## config.mk

```make
export PLATFORM = sky130hd
export DESIGN_NAME = shp_sync_pacer
export DESIGN_NICKNAME = d
export VERILOG_FILES = /design/src/rtl/shp_pkg.sv /design/src/rtl/shp_slot_fsm.sv /design/src/rtl/shp_hdr_enc.sv /design/src/rtl/shp_out_stage.sv /design/src/rtl/shp_sync_pacer.sv
export SDC_FILE = /design/constraint.sdc
export NUM_CORES = 1
export LEC_CHECK = 0
export BUFFER_PORTS_ARGS = -buffer_cell sky130_fd_sc_hd__buf_2
export CAP_MARGIN = 0
export CORE_ASPECT_RATIO = 0.6
export CORE_MARGIN = 2
export CORE_UTILIZATION = 25
export CTS_CLUSTER_DIAMETER = 200
export DETAILED_ROUTE_END_ITERATION = 10
export HOLD_SLACK_MARGIN = 0.12
export SKIP_CTS_REPAIR_TIMING = 1
export SYNTH_ARGS = -nofsm -noshare
export SYNTH_HDL_FRONTEND = slang
export SYNTH_SLANG_ARGS = --single-unit
```

## constraint.sdc

```tcl
create_clock -name clk -period 1.84 [get_ports clk]
set_clock_uncertainty 0.1 [all_clocks]
set_input_delay 0.092 -clock clk [delete_from_list [all_inputs] [get_ports clk]]
set_output_delay 0.092 -clock clk [all_outputs]
set_load 0.03 [all_outputs]
```

## src/rtl/shp_pkg.sv

```systemverilog
package shp_pkg;

    // Schedule phases of the pacer
    typedef enum logic {
        PH_FILL = 1'b0,
        PH_GAP  = 1'b1
    } phase_e;

    // Sync header codes
    localparam logic [1:0] HDR_DATA = 2'b10;
    localparam logic [1:0] HDR_OS   = 2'b01;
    localparam logic [1:0] HDR_NONE = 2'b00;

    localparam int HDR_W = 2;

endpackage

```

## src/rtl/shp_slot_fsm.sv

```systemverilog
module shp_slot_fsm
    import shp_pkg::*;
#(
    parameter int PERIOD = 65
) (
    input  logic clk,
    input  logic rst,
    output logic slot_open,
    output logic slot_gap
);

    localparam int CNT_W = $clog2(PERIOD);
    localparam logic [CNT_W-1:0] FILL_LAST = CNT_W'(PERIOD - 2);
    localparam logic [CNT_W-1:0] CNT_ONE   = CNT_W'(1);

    phase_e           state_q, state_d;
    logic [CNT_W-1:0] cnt_q, cnt_d;

    // State and counter register
    always_ff @(posedge clk) begin
        if (rst) begin
            state_q <= PH_FILL;
            cnt_q   <= '0;
        end else begin
            state_q <= state_d;
            cnt_q   <= cnt_d;
        end
    end

    // Next-state logic: FILL_TO_GAP at the last fill slot, GAP_TO_FILL always
    always_comb begin
        state_d = state_q;
        cnt_d   = cnt_q;
        unique case (state_q)
            PH_FILL: begin
                if (cnt_q == FILL_LAST) begin
                    state_d = PH_GAP;
                    cnt_d   = '0;
                end else begin
                    cnt_d = cnt_q + CNT_ONE;
                end
            end
            PH_GAP: begin
                state_d = PH_FILL;
                cnt_d   = '0;
            end
            default: begin
                state_d = PH_FILL;
                cnt_d   = '0;
            end
        endcase
    end

    // Outputs
    always_comb begin
        slot_open = (state_q == PH_FILL) && !rst;
        slot_gap  = (state_q == PH_GAP);
    end

    // the gap lasts exactly one cycle
    p_gap_single_r1: assert property (@(posedge clk) disable iff (rst)
        slot_gap |=> !slot_gap);

    // a gap always hands over to slot 0 of the next period
    p_gap_to_slot0_r1: assert property (@(posedge clk) disable iff (rst)
        (state_q == PH_GAP) |=> (state_q == PH_FILL) && (cnt_q == '0));

    // the fill run continues until its last slot, whatever the traffic
    p_fill_run_r9: assert property (@(posedge clk) disable iff (rst)
        (state_q == PH_FILL && cnt_q != FILL_LAST) |=> (state_q == PH_FILL));

endmodule

```

## src/rtl/shp_hdr_enc.sv

```systemverilog
module shp_hdr_enc
    import shp_pkg::*;
(
    input  logic             take,
    input  logic             blk_os,
    output logic [HDR_W-1:0] hdr
);

    always_comb begin
        if (!take)       hdr = HDR_NONE;
        else if (blk_os) hdr = HDR_OS;
        else             hdr = HDR_DATA;
    end

endmodule

```

## src/rtl/shp_out_stage.sv

```systemverilog
module shp_out_stage
    import shp_pkg::*;
#(
    parameter int DATA_W = 128
) (
    input  logic              clk,
    input  logic              rst,
    input  logic              take,
    input  logic [DATA_W-1:0] data,
    input  logic [HDR_W-1:0]  hdr,
    input  logic              gap,
    output logic              out_valid,
    output logic [DATA_W-1:0] out_data,
    output logic [HDR_W-1:0]  out_sync,
    output logic              out_gap
);

    always_ff @(posedge clk) begin
        if (rst) begin
            out_valid <= 1'b0;
            out_data  <= '0;
            out_sync  <= HDR_NONE;
            out_gap   <= 1'b0;
        end else begin
            out_valid <= take;
            out_data  <= take ? data : '0;
            out_sync  <= hdr;
            out_gap   <= gap;
        end
    end

    // an accepted word reappears on the next cycle
    p_word_follows_r3: assert property (@(posedge clk) disable iff (rst)
        take |=> out_valid && (out_data == $past(data)));

    // an idle output cycle reads as zeros
    p_idle_zero_r5: assert property (@(posedge clk) disable iff (rst)
        !out_valid |-> (out_sync == HDR_NONE) && (out_data == '0));

    // the gap marker never travels with a block
    p_gap_excl_r6: assert property (@(posedge clk) disable iff (rst)
        out_gap |-> !out_valid);

endmodule

```

## src/rtl/shp_sync_pacer.sv

```systemverilog
module shp_sync_pacer
    import shp_pkg::*;
#(
    parameter int DATA_W = 128,
    parameter int PERIOD = 65
) (
    input  logic              clk,
    input  logic              rst,
    input  logic              in_valid,
    input  logic [DATA_W-1:0] in_data,
    input  logic              in_is_os,
    output logic              in_ready,
    output logic              out_valid,
    output logic [DATA_W-1:0] out_data,
    output logic [1:0]        out_sync,
    output logic              out_gap
);

    logic             slot_open;
    logic             slot_gap;
    logic             take;
    logic [HDR_W-1:0] hdr;

    shp_slot_fsm #(.PERIOD(PERIOD)) u_fsm (
        .clk       (clk),
        .rst       (rst),
        .slot_open (slot_open),
        .slot_gap  (slot_gap)
    );

    assign in_ready = slot_open;
    assign take     = in_valid && slot_open;

    shp_hdr_enc u_enc (
        .take   (take),
        .blk_os (in_is_os),
        .hdr    (hdr)
    );

    shp_out_stage #(.DATA_W(DATA_W)) u_out (
        .clk       (clk),
        .rst       (rst),
        .take      (take),
        .data      (in_data),
        .hdr       (hdr),
        .gap       (slot_gap),
        .out_valid (out_valid),
        .out_data  (out_data),
        .out_sync  (out_sync),
        .out_gap   (out_gap)
    );

    // ordered-set words carry the ordered-set header
    p_hdr_os_r4: assert property (@(posedge clk) disable iff (rst)
        (in_valid && in_ready && in_is_os) |=> (out_sync == HDR_OS));

    // data words carry the data header
    p_hdr_data_r4: assert property (@(posedge clk) disable iff (rst)
        (in_valid && in_ready && !in_is_os) |=> (out_sync == HDR_DATA));

    // a word offered while not ready is dropped
    p_refused_r7: assert property (@(posedge clk) disable iff (rst)
        (in_valid && !in_ready) |=> !out_valid);

    // ready stays low while reset is applied
    p_ready_in_reset_r8: assert property (@(posedge clk)
        rst |-> !in_ready);

endmodule

```

==> results of run 1 <==
[final timing paths]
| check | start | to | slack [ns] | cells past startpoint |
|---|---|---|---|---|
| setup / recovery | rst | in_ready | 0.15 | 5 |
| hold / removal | in_valid | u_out.out_data[121]$_SDFF_PP0_ | 0.14 | 2 |
| setup reg to reg | u_fsm.cnt_q[0]$_SDFF_PP0_ | u_fsm.cnt_q[5]$_SDFF_PP0_ | 0.45 | 4 |
| hold reg to reg | u_fsm.cnt_q[0]$_SDFF_PP0_ | u_fsm.cnt_q[0]$_SDFF_PP0_ | 0.35 | 1 |
[worst register-to-register path, delay by kind of cell (launching register included)]
kind,cells,cell delay (ns)
compound gates,2,0.51
flops,1,0.35
fa+ha+maj,1,0.21
simple gates,1,0.08
[per-layer routing]
layer	global-route usage	vias up	routed length, um
li1	-	1877	-
met1	0.161	1799	5770
met2	0.190	157	6800
met3	0.0512	13	817
met4	0.0341	0	162
met5	0	-	0
[metrics by stage]
| stage | cell area, um^2 | total power [mW] | worst slack (ns) | cells | hold slack [ns] |
|---|---|---|---|---|---|
| 2_1_floorplan | 3940 | 3.64 | 0.568 | 323 | 0.0636 |
| 3_3_place_gp | 5390 | 3.90 | 0.495 | 765 | 0.223 |
| 3_5_place_dp | 5390 | 3.91 | 0.397 | 765 | 0.226 |
| 4_1_cts | 6010 | 7.54 | 0.0507 | 796 | -0.203 |
| 5_1_grt | 7330 | 7.96 | 0.0760 | 927 | 0.145 |
| 6_report | 7330 | 7.66 | 0.152 | 927 | 0.138 |
[power by group through the flow]
stage               Combinational (mW)  Clock [mW]  Sequential, mW
CTS                              0.664        3.69            3.18
global route                     0.953        3.82            3.20
global placement                 0.653           0            3.25
finish                           0.898        3.58            3.19
floorplan                        0.152           0            3.49
detailed placement               0.663           0            3.25
[registers in the layout (all words and copies together), names as in the netlist]
name and flops:
u_out.out_data 128, u_fsm.cnt_q 7, u_out.out_sync 2, u_fsm.slot_gap 1
u_out.out_gap 1, u_out.out_valid 1
[cells in the final DEF (no fill, tap or decap), drive strengths merged]
cell type    count
clkbuf          20
dlygate4sd3    130
a21oi            1
or3              1
dfxtp          140
o31ai            1
o21ai            1
or2              1
nor2             4
and2             1
and2b            1
nand3            3
and3           130
nor2b            1
clkinv           4
xor2             2
ha               1
nor3             2
clkinvlp         1
inv              4
xnor2            1
nor4             1
nand2            2
buf            267
bufinv           4
[cell usage after synthesis, types with 2 or more instances]
library cell / n / share of area
and3_1: 130 / 0.21
buf_2: 2 / 0.0025
buf_6: 8 / 0.023
clkbuf_1: 18 / 0.017
dfxtp_1: 140 / 0.71
nand2_1: 2 / 0.0019
nand3_1: 3 / 0.0038
nor2_1: 3 / 0.0029
nor3_1: 2 / 0.0025
xor2_1: 2 / 0.0044
[kinds of logic (layout without fill, tap and decap cells)]
family                   count (synthesis)  after routing
buffers and inverters                   29            430
AO/OA/AOI/OAI                            3              3
XOR/XNOR                                 3              3
AND/OR/NAND/NOR                        147            147
adder cells (fa/ha/maj)                  1              1
flip-flops                             140            140
[layout make-up]
type | instances | area (um^2)
fill | 1389 | 8040
sequential | 140 | 2800
timing repair buffer | 398 | 2690
multi-input combinational | 154 | 963
clock buffer | 19 | 433
tap | 203 | 254
clock inverter | 12 | 189
inverter | 1 | 3.75
==> metrics.yaml, run 1 <==
period_minus_slack_ns: 1.69
die_area_mm2: 0.0168
grt_max_degree: 134
drive_above_1_share: 0.413
grt_pass1_vias: 3190
clk_latency_ns: 0.40
report.final.slew_viol_count: 0
p_switching_mw: 1.80
cp-start-kind: "input pin"
die_x_um: 166
p_leak_nw: 4.01
antenna_found_initial: 0
finalCoreUtilization: 0.477
maxSlewHeadroom: 0.642
timing.critical_path.mode_cell: "buf_2"
crit_path_end_kind: "output pin"
cap_violations: 0
clock-sinks: 140
crit_type: "in -> out"
routed_wl_um: 13600
initial_core_util: 0.256
ys_ff_latch: 140
finalSetupViolations: 0
avgSynthCellArea_um2: 12.2
row_count: 35
cpMaxStageDelayCell: "dlygate4sd3_1"
cts_tree: "yes"
p_sw_frac: 0.235
num_vias: 3846
core_mm2: 0.0154
area_growth_pct: 86.2
rsz0062_at_grt: "no"
clock.fmax_mhz: 592
internal_power_mw: 5.86
worst_pin_slew_ns: 0.537
synth_fp_nets: 456
synth_mux_area_frac: 0
grt_overflow_total: 0
seqPwrFrac: 0.416
finalWeightedCongestion: 0.771
period_share: 0.918
outcome: "complete, no violations"
synthArstFlopShare: 0
wl_per_cell_um: 14.6
yosys_warnings: 0
clockBufferDepth: 2
arrival_ns: 1.50
cp_max_fo: 67
hold_violations: 0
vdd_drop_max_mv: 0.560
syn_inst: 323
min_path_type: "in -> reg"
htree_levels: 4
synth_top_family_by_area: "simple AND/OR/NAND/NOR gates"
ant_nets: 0
p_comb_frac: 0.117
critPathBufInv: 4
die_h_um: 101
synthXorXnorAreaFrac: 0.00667
cpPeakStageDelay_ns: 0.54
cts_buffers: 17
synth-edff-count: 0
synth_compound_area_frac: 0.00445
synth_seq_area_share: 0.712
cts_root_buffer: "clkbuf_16"
ys_types: 23
grt_pass1_wl_um: 16400
numPortBuffers: 264
clkPwrFrac: 0.467
path_cells: "dlygate4sd3_1 > buf_2 > nor2_4 > clkbuf_16 > buf_2"
diodes: 0
grt_use_total: 0.123
dr.pass1.iters: 4
cellPowerDensity_mw_per_mm2: 1040
required_ns: 1.65
boundaryPins: 265
first_iter_violations: 144
drc: 0
critPathTopFamily: "buffers and inverters"
nets: 845
hpwlAfterDp_um: 7720
cts.clk_slew.worst_paths_ns: 0.06
tns_ns: 0
synth_fa_ha_area_frac: 0.00318
syn_area_mm2: 0.00394
synth-main-ff-cell: "dfxtp_1"
synthSimpleGateAreaFrac: 0.230
avgViaCountPerCell: 4.15
(Power assumes the default switching activity.)
==> inputs of run 2 (changes only) <==
--- a/config.mk
+++ b/config.mk
@@ -15,4 +15,5 @@
 export HOLD_SLACK_MARGIN = 0.12
 export SKIP_CTS_REPAIR_TIMING = 1
+export SLEW_MARGIN = 40
 export SYNTH_ARGS = -nofsm -noshare
 export SYNTH_HDL_FRONTEND = slang
--- a/constraint.sdc
+++ b/constraint.sdc
@@ -3,3 +3,3 @@
 set_input_delay 0.092 -clock clk [delete_from_list [all_inputs] [get_ports clk]]
 set_output_delay 0.092 -clock clk [all_outputs]
-set_load 0.03 [all_outputs]
+set_load 0.05 [all_outputs]
==> metrics.yaml, run 2 (synthesis gave the netlist of run 1 again) <==
drive_above_1_share: 0.414  # was 0.413
arrival_ns: 1.55  # was 1.50 ns
core_mm2: 0.0154  # unchanged
maxSlewHeadroom: 0.624  # was 0.642
report.final.slew_viol_count: 0  # unchanged
die_x_um: 166  # unchanged
finalSetupViolations: 0  # unchanged
total_power_mw: 7.88  # was 7.66 mW
vdd_drop_max_mv: 0.527  # was 0.560 mV
nFillCells: 1378  # was 1389
drc: 0  # unchanged
dp.cells: 765  # unchanged
largest-register: "u_out.out_data"  # unchanged
internal_power_mw: 5.96  # was 5.86 mW
met3_length_um: 836  # was 817 um
clockBufferDepth: 2  # unchanged
rsz0062_at_grt: "no"  # unchanged
avgViaCountPerCell: 4.14  # was 4.15
grt_overflow_total: 0  # unchanged
htree_levels: 4  # unchanged
largestRegisters: "u_out.out_data x128, u_fsm.cnt_q x7, u_out.out_sync x2"  # unchanged
diodes: 0  # unchanged
cellPowerDensity_mw_per_mm2: 1070  # was 1040 mW/mm^2
routed_wl_um: 13500  # was 13600 um
period_minus_slack_ns: 1.74  # was 1.69 ns
crit_type: "in -> out"  # unchanged
ant_nets: 0  # unchanged
cp_max_fo: 67  # unchanged
p_switching_mw: 1.93  # was 1.80 mW
grt_pass1_vias: 3312  # was 3190
min_path_cells: 2  # unchanged
whs_endpoint: "u_out.out_data[111]$_SDFF_PP0_"  # was u_out.out_data[121]$_SDFF_PP0_
cts_buffers: 17  # unchanged
dr.max_layer_used: "met4"  # unchanged
p_comb_frac: 0.137  # was 0.117
seqPwrFrac: 0.404  # was 0.416
met2_length_um: 6870  # was 6800 um
crit_path_end_kind: "output pin"  # unchanged
num_vias: 3841  # was 3846
die_area_mm2: 0.0168  # unchanged
finalWeightedCongestion: 0.764  # was 0.771
r2r-end: "u_fsm.cnt_q[3]$_SDFF_PP0_"  # was u_fsm.cnt_q[5]$_SDFF_PP0_
antenna_found_initial: 0  # unchanged
min_from: "in_valid"  # unchanged
largest_register_ffs: 128  # unchanged
grt_use_total: 0.127  # was 0.123
path_cells: "dlygate4sd3_1 > buf_2 > nor2_4 > clkbuf_16 > clkbuf_4"  # was dlygate4sd3_1 > buf_2 > nor2_4 > clkbuf_16 > buf_2
clk_latency_ns: 0.40  # about the same
p_sw_frac: 0.244  # was 0.235
r2r_start: "u_fsm.cnt_q[0]$_SDFF_PP0_"  # unchanged
worst_pin_slew_ns: 0.565  # was 0.537 ns
final_cell_mix: "buf_2, dfxtp_1, and3_1, dlygate4sd3_1, clkbuf_16"  # unchanged
rrSetupSlack_ns: 0.39  # was 0.45 ns
setup_ws_ns: 0.100  # was 0.152 ns
finalCoreUtilization: 0.479  # was 0.477
cap_violations: 0  # unchanged
period_share: 0.946  # was 0.918
cpPeakStageDelay_ns: 0.54  # about the same
nets: 845  # unchanged
row_count: 35  # unchanged
dr.pass1.iters: 4  # unchanged
final_common_cell: "buf_2"  # unchanged
clock.fmax_mhz: 575  # was 592 MHz
p_leak_nw: 4.02  # was 4.01 nW
clkPwrFrac: 0.459  # was 0.467
cts.clk_slew.worst_paths_ns: 0.06  # about the same
required_ns: 1.65  # about the same
hpwlAfterDp_um: 7840  # was 7720 um
met1Wirelength_um: 5600  # was 5770 um
die_h_um: 101  # unchanged
grt_pass1_wl_um: 16800  # was 16400 um
numPortBuffers: 264  # unchanged
cts_root_buffer: "clkbuf_16"  # unchanged
dp_slack_ns: 0.410  # was 0.397 ns
hold_ws_ns: 0.158  # was 0.138 ns
hold_violations: 0  # unchanged
cts_tree: "yes"  # unchanged
outcome: "complete, no violations"  # unchanged
finalNonFillerCells: 927  # unchanged
first_iter_violations: 146  # was 144
boundaryPins: 265  # unchanged
wl_per_cell_um: 14.5  # was 14.6 um
area_growth_pct: 86.9  # was 86.2%
grt_max_degree: 134  # unchanged
worst-r2r-cell-count: 4  # unchanged
initial_core_util: 0.256  # unchanged
min_path_type: "in -> reg"  # unchanged
clock-sinks: 140  # unchanged
cpMaxStageDelayCell: "dlygate4sd3_1"  # unchanged
cp-start-kind: "input pin"  # unchanged
## run 2: cell types whose count changed in the layout (fill, tap and decap cells not counted), sizes merged
cell and delta:
buf -1, inv -3, clkbuf +3, clkinv +1
## run 2: power by group through the flow
stage | Clock [mW] | Sequential (mW) | Combinational, mW
floorplan | 0 | 3.66 | 0.154
global placement | 0 | 3.25 | 0.831
detailed placement | 0 | 3.25 | 0.842
CTS | 3.72 | 3.18 | 0.843
global route | 3.89 | 3.19 | 1.14
finish | 3.62 | 3.19 | 1.08
## run 2: per-stage QoR
stage                     TNS [ns]  area [um^2]
after floorplan                  0         3940
after detailed placement         0         5410
after global routing             0         7360
final                            0         7360
after global placement           0         5410
after CTS                  -0.0200         6040
## run 2: layout make-up
type / count / area (um^2) / share of cell area
repair buffers: 398 / 2700 / 0.367
well taps: 203 / 254 / 0.0345
clock inverters: 10 / 164 / 0.0223
inverters: 1 / 3.75 / 0.000510
multi-input cells: 154 / 963 / 0.131
flip-flops and latches: 140 / 2800 / 0.381
clock buffers: 21 / 470 / 0.0639
## run 2: worst max path at each step
stage	start	to	cells past startpoint
floorplan	u_fsm.cnt_q[0]$_SDFF_PP0_	u_fsm.cnt_q[3]$_SDFF_PP0_	4
global placement	u_fsm.slot_gap$_SDFF_PN0_	in_ready	3
detailed placement	u_fsm.cnt_q[0]$_SDFF_PP0_	u_fsm.cnt_q[3]$_SDFF_PP0_	4
CTS	u_fsm.slot_gap$_SDFF_PN0_	in_ready	3
global route	u_fsm.slot_gap$_SDFF_PN0_	in_ready	3
finish	rst	in_ready	5
## run 2: worst max-delay path: cells and delay by family
kind,cells,cell delay (ns)
simple gates,1,0.14
buf+inv,4,1.30
## run 2: metal layers
layer,GRT usage,vias to the layer above
met3,0.0567,11
met1,0.153,1810
met4,0.0421,0
met2,0.204,140
li1,-,1880
met5,0,-
==> inputs of run 3 (changes only) <==
BUFFER_PORTS_ARGS = -buffer_cell sky130_fd_sc_hd__clkbuf_2   (was -buffer_cell sky130_fd_sc_hd__buf_2)
==> metrics.yaml, run 3 (synthesis gave the netlist of run 1 again) <==
initial_core_util: 0.256  # unchanged
htree_levels: 4  # unchanged
largest_register_ffs: 128  # unchanged
die_x_um: 166  # unchanged
cts.clk_slew.worst_paths_ns: 0.06  # about the same
grt_use_total: 0.120  # was 0.127
area_growth_pct: 86.9  # unchanged
avgViaCountPerCell: 4.10  # was 4.14
antenna_found_initial: 0  # unchanged
finalCoreUtilization: 0.479  # unchanged
row_count: 35  # unchanged
critPathTopFamily: "buffers and inverters"  # unchanged
numPortBuffers: 264  # unchanged
p_leak_nw: 3.96  # was 4.02 nW
period_share: 0.925  # was 0.946
rsz0062_at_grt: "no"  # unchanged
finalWeightedCongestion: 0.767  # was 0.764
drive_above_1_share: 0.414  # about the same
cp-start-kind: "input pin"  # unchanged
crit_type: "in -> out"  # unchanged
timing.critical_path.mode_cell: "clkbuf_2"
grt_overflow_total: 0  # unchanged
tns_ns: 0  # unchanged
cts_root_buffer: "clkbuf_16"  # unchanged
total_power_mw: 7.97  # was 7.88 mW
nets: 845  # unchanged
cp_max_fo: 73  # was 67
gr-usage-met3: 0.0492  # was 0.0567
dr.pass1.iters: 4  # unchanged
grt_max_degree: 74  # was 134
critPathBufInv: 4  # unchanged
core_mm2: 0.0154  # unchanged
diodes: 0  # unchanged
clock-sinks: 140  # unchanged
hold_violations: 0  # unchanged
num_vias: 3793  # was 3841
grt_use_met2: 0.192  # was 0.204
drc: 0  # unchanged
cpMaxStageDelayCell: "dlygate4sd3_1"  # unchanged
grt_most_used_layer: "met2"  # unchanged
largest-register: "u_out.out_data"  # unchanged
min_from: "in_valid"  # unchanged
required_ns: 1.65  # about the same
startpoint: "rst"  # unchanged
grt_pass1_vias: 3143  # was 3312
cellPowerDensity_mw_per_mm2: 1080  # was 1070 mW/mm^2
min_path_type: "in -> reg"  # unchanged
cap_violations: 0  # unchanged
worst_pin_slew_ns: 0.558  # was 0.565 ns
final_cell_mix: "clkbuf_2, dfxtp_1, and3_1, dlygate4sd3_1, clkbuf_16"  # was buf_2, dfxtp_1, and3_1, dlygate4sd3_1, clkbuf_16
grtUsageMet1: 0.145  # was 0.153
path_cells: "dlygate4sd3_1 > clkbuf_2 > nor2_4 > buf_12 > clkbuf_2"  # was dlygate4sd3_1 > buf_2 > nor2_4 > clkbuf_16 > clkbuf_4
die_h_um: 101  # unchanged
vdd_drop_max_mv: 0.634  # was 0.527 mV
cts_buffers: 17  # unchanged
arrival_ns: 1.51  # was 1.55 ns
clockBufferDepth: 2  # unchanged
maxSlewHeadroom: 0.628  # was 0.624
first_iter_violations: 145  # was 146
cpPeakStageDelay_ns: 0.55  # was 0.54 ns
die_area_mm2: 0.0168  # unchanged
ant_nets: 0  # unchanged
wl_per_cell_um: 13.5  # was 14.5 um
outcome: "complete, no violations"  # unchanged
clock.fmax_mhz: 588  # was 575 MHz
routed_wl_um: 12500  # was 13500 um
period_minus_slack_ns: 1.70  # was 1.74 ns
report.final.slew_viol_count: 0  # unchanged
setup_ws_ns: 0.138  # was 0.100 ns
largestRegisters: "u_out.out_data x128, u_fsm.cnt_q x7, u_out.out_sync x2"  # unchanged
hpwlAfterDp_um: 7810  # was 7840 um
final_common_cell: "clkbuf_2"  # was buf_2
grt_pass1_wl_um: 15800  # was 16800 um
boundaryPins: 265  # unchanged
cts_tree: "yes"  # unchanged
clk_latency_ns: 0.40  # about the same
crit_path_end_kind: "output pin"  # unchanged
finalSetupViolations: 0  # unchanged
dp_slack_ns: 0.344  # was 0.410 ns
r2r_start: "u_fsm.slot_gap$_SDFF_PN0_"  # was u_fsm.cnt_q[0]$_SDFF_PP0_
run 3: worst reg2reg max path: cells and delay by family (launching register included):
family | cells | cell delay [ns]
buf+inv | 1 | 0.43
compound gates | 2 | 0.40
flops | 1 | 0.36
simple gates | 1 | 0.15
run 3: per-layer routing:
metal | part of all wire | wire length (um)
met1 | 0.42 | 5250
met2 | 0.51 | 6370
met3 | 0.062 | 774
met4 | 0.012 | 150
met5 | 0 | 0
run 3: final cells by class:
type / instances / area [um^2]
fill: 1351 / 8010
timing repair buffer: 398 / 2690
inverter: 1 / 3.75
multi-input combinational: 154 / 963
tap: 203 / 254
sequential: 140 / 2800
clock buffer: 20 / 457
clock inverter: 10 / 189
run 3: power breakdown:
| part | switching (mW) | internal, mW | total, mW |
|---|---|---|---|
| Combinational | 0.641 | 0.424 | 1.06 |
| Sequential | 0.0359 | 3.15 | 3.19 |
| Clock | 1.25 | 2.47 | 3.72 |
| Total | 1.92 | 6.05 | 7.97 |
run 3: final timing paths:
check,endpoint,slack [ns],depth (start not counted)
max,in_ready,0.14,5
min,u_out.out_data[8]$_SDFF_PP0_,0.15,2
max reg2reg,u_fsm.cnt_q[5]$_SDFF_PP0_,0.33,4
min reg2reg,u_fsm.cnt_q[0]$_SDFF_PP0_,0.35,1
run 3: through the flow:
step / std cells / hold slack (ns) / instance area [um^2]
finish: 926 / 0.151 / 7360
global route: 926 / 0.160 / 7360
CTS: 796 / -0.206 / 6060
detailed placement: 766 / 0.226 / 5410
global placement: 766 / 0.223 / 5410
floorplan: 323 / 0.0636 / 3940
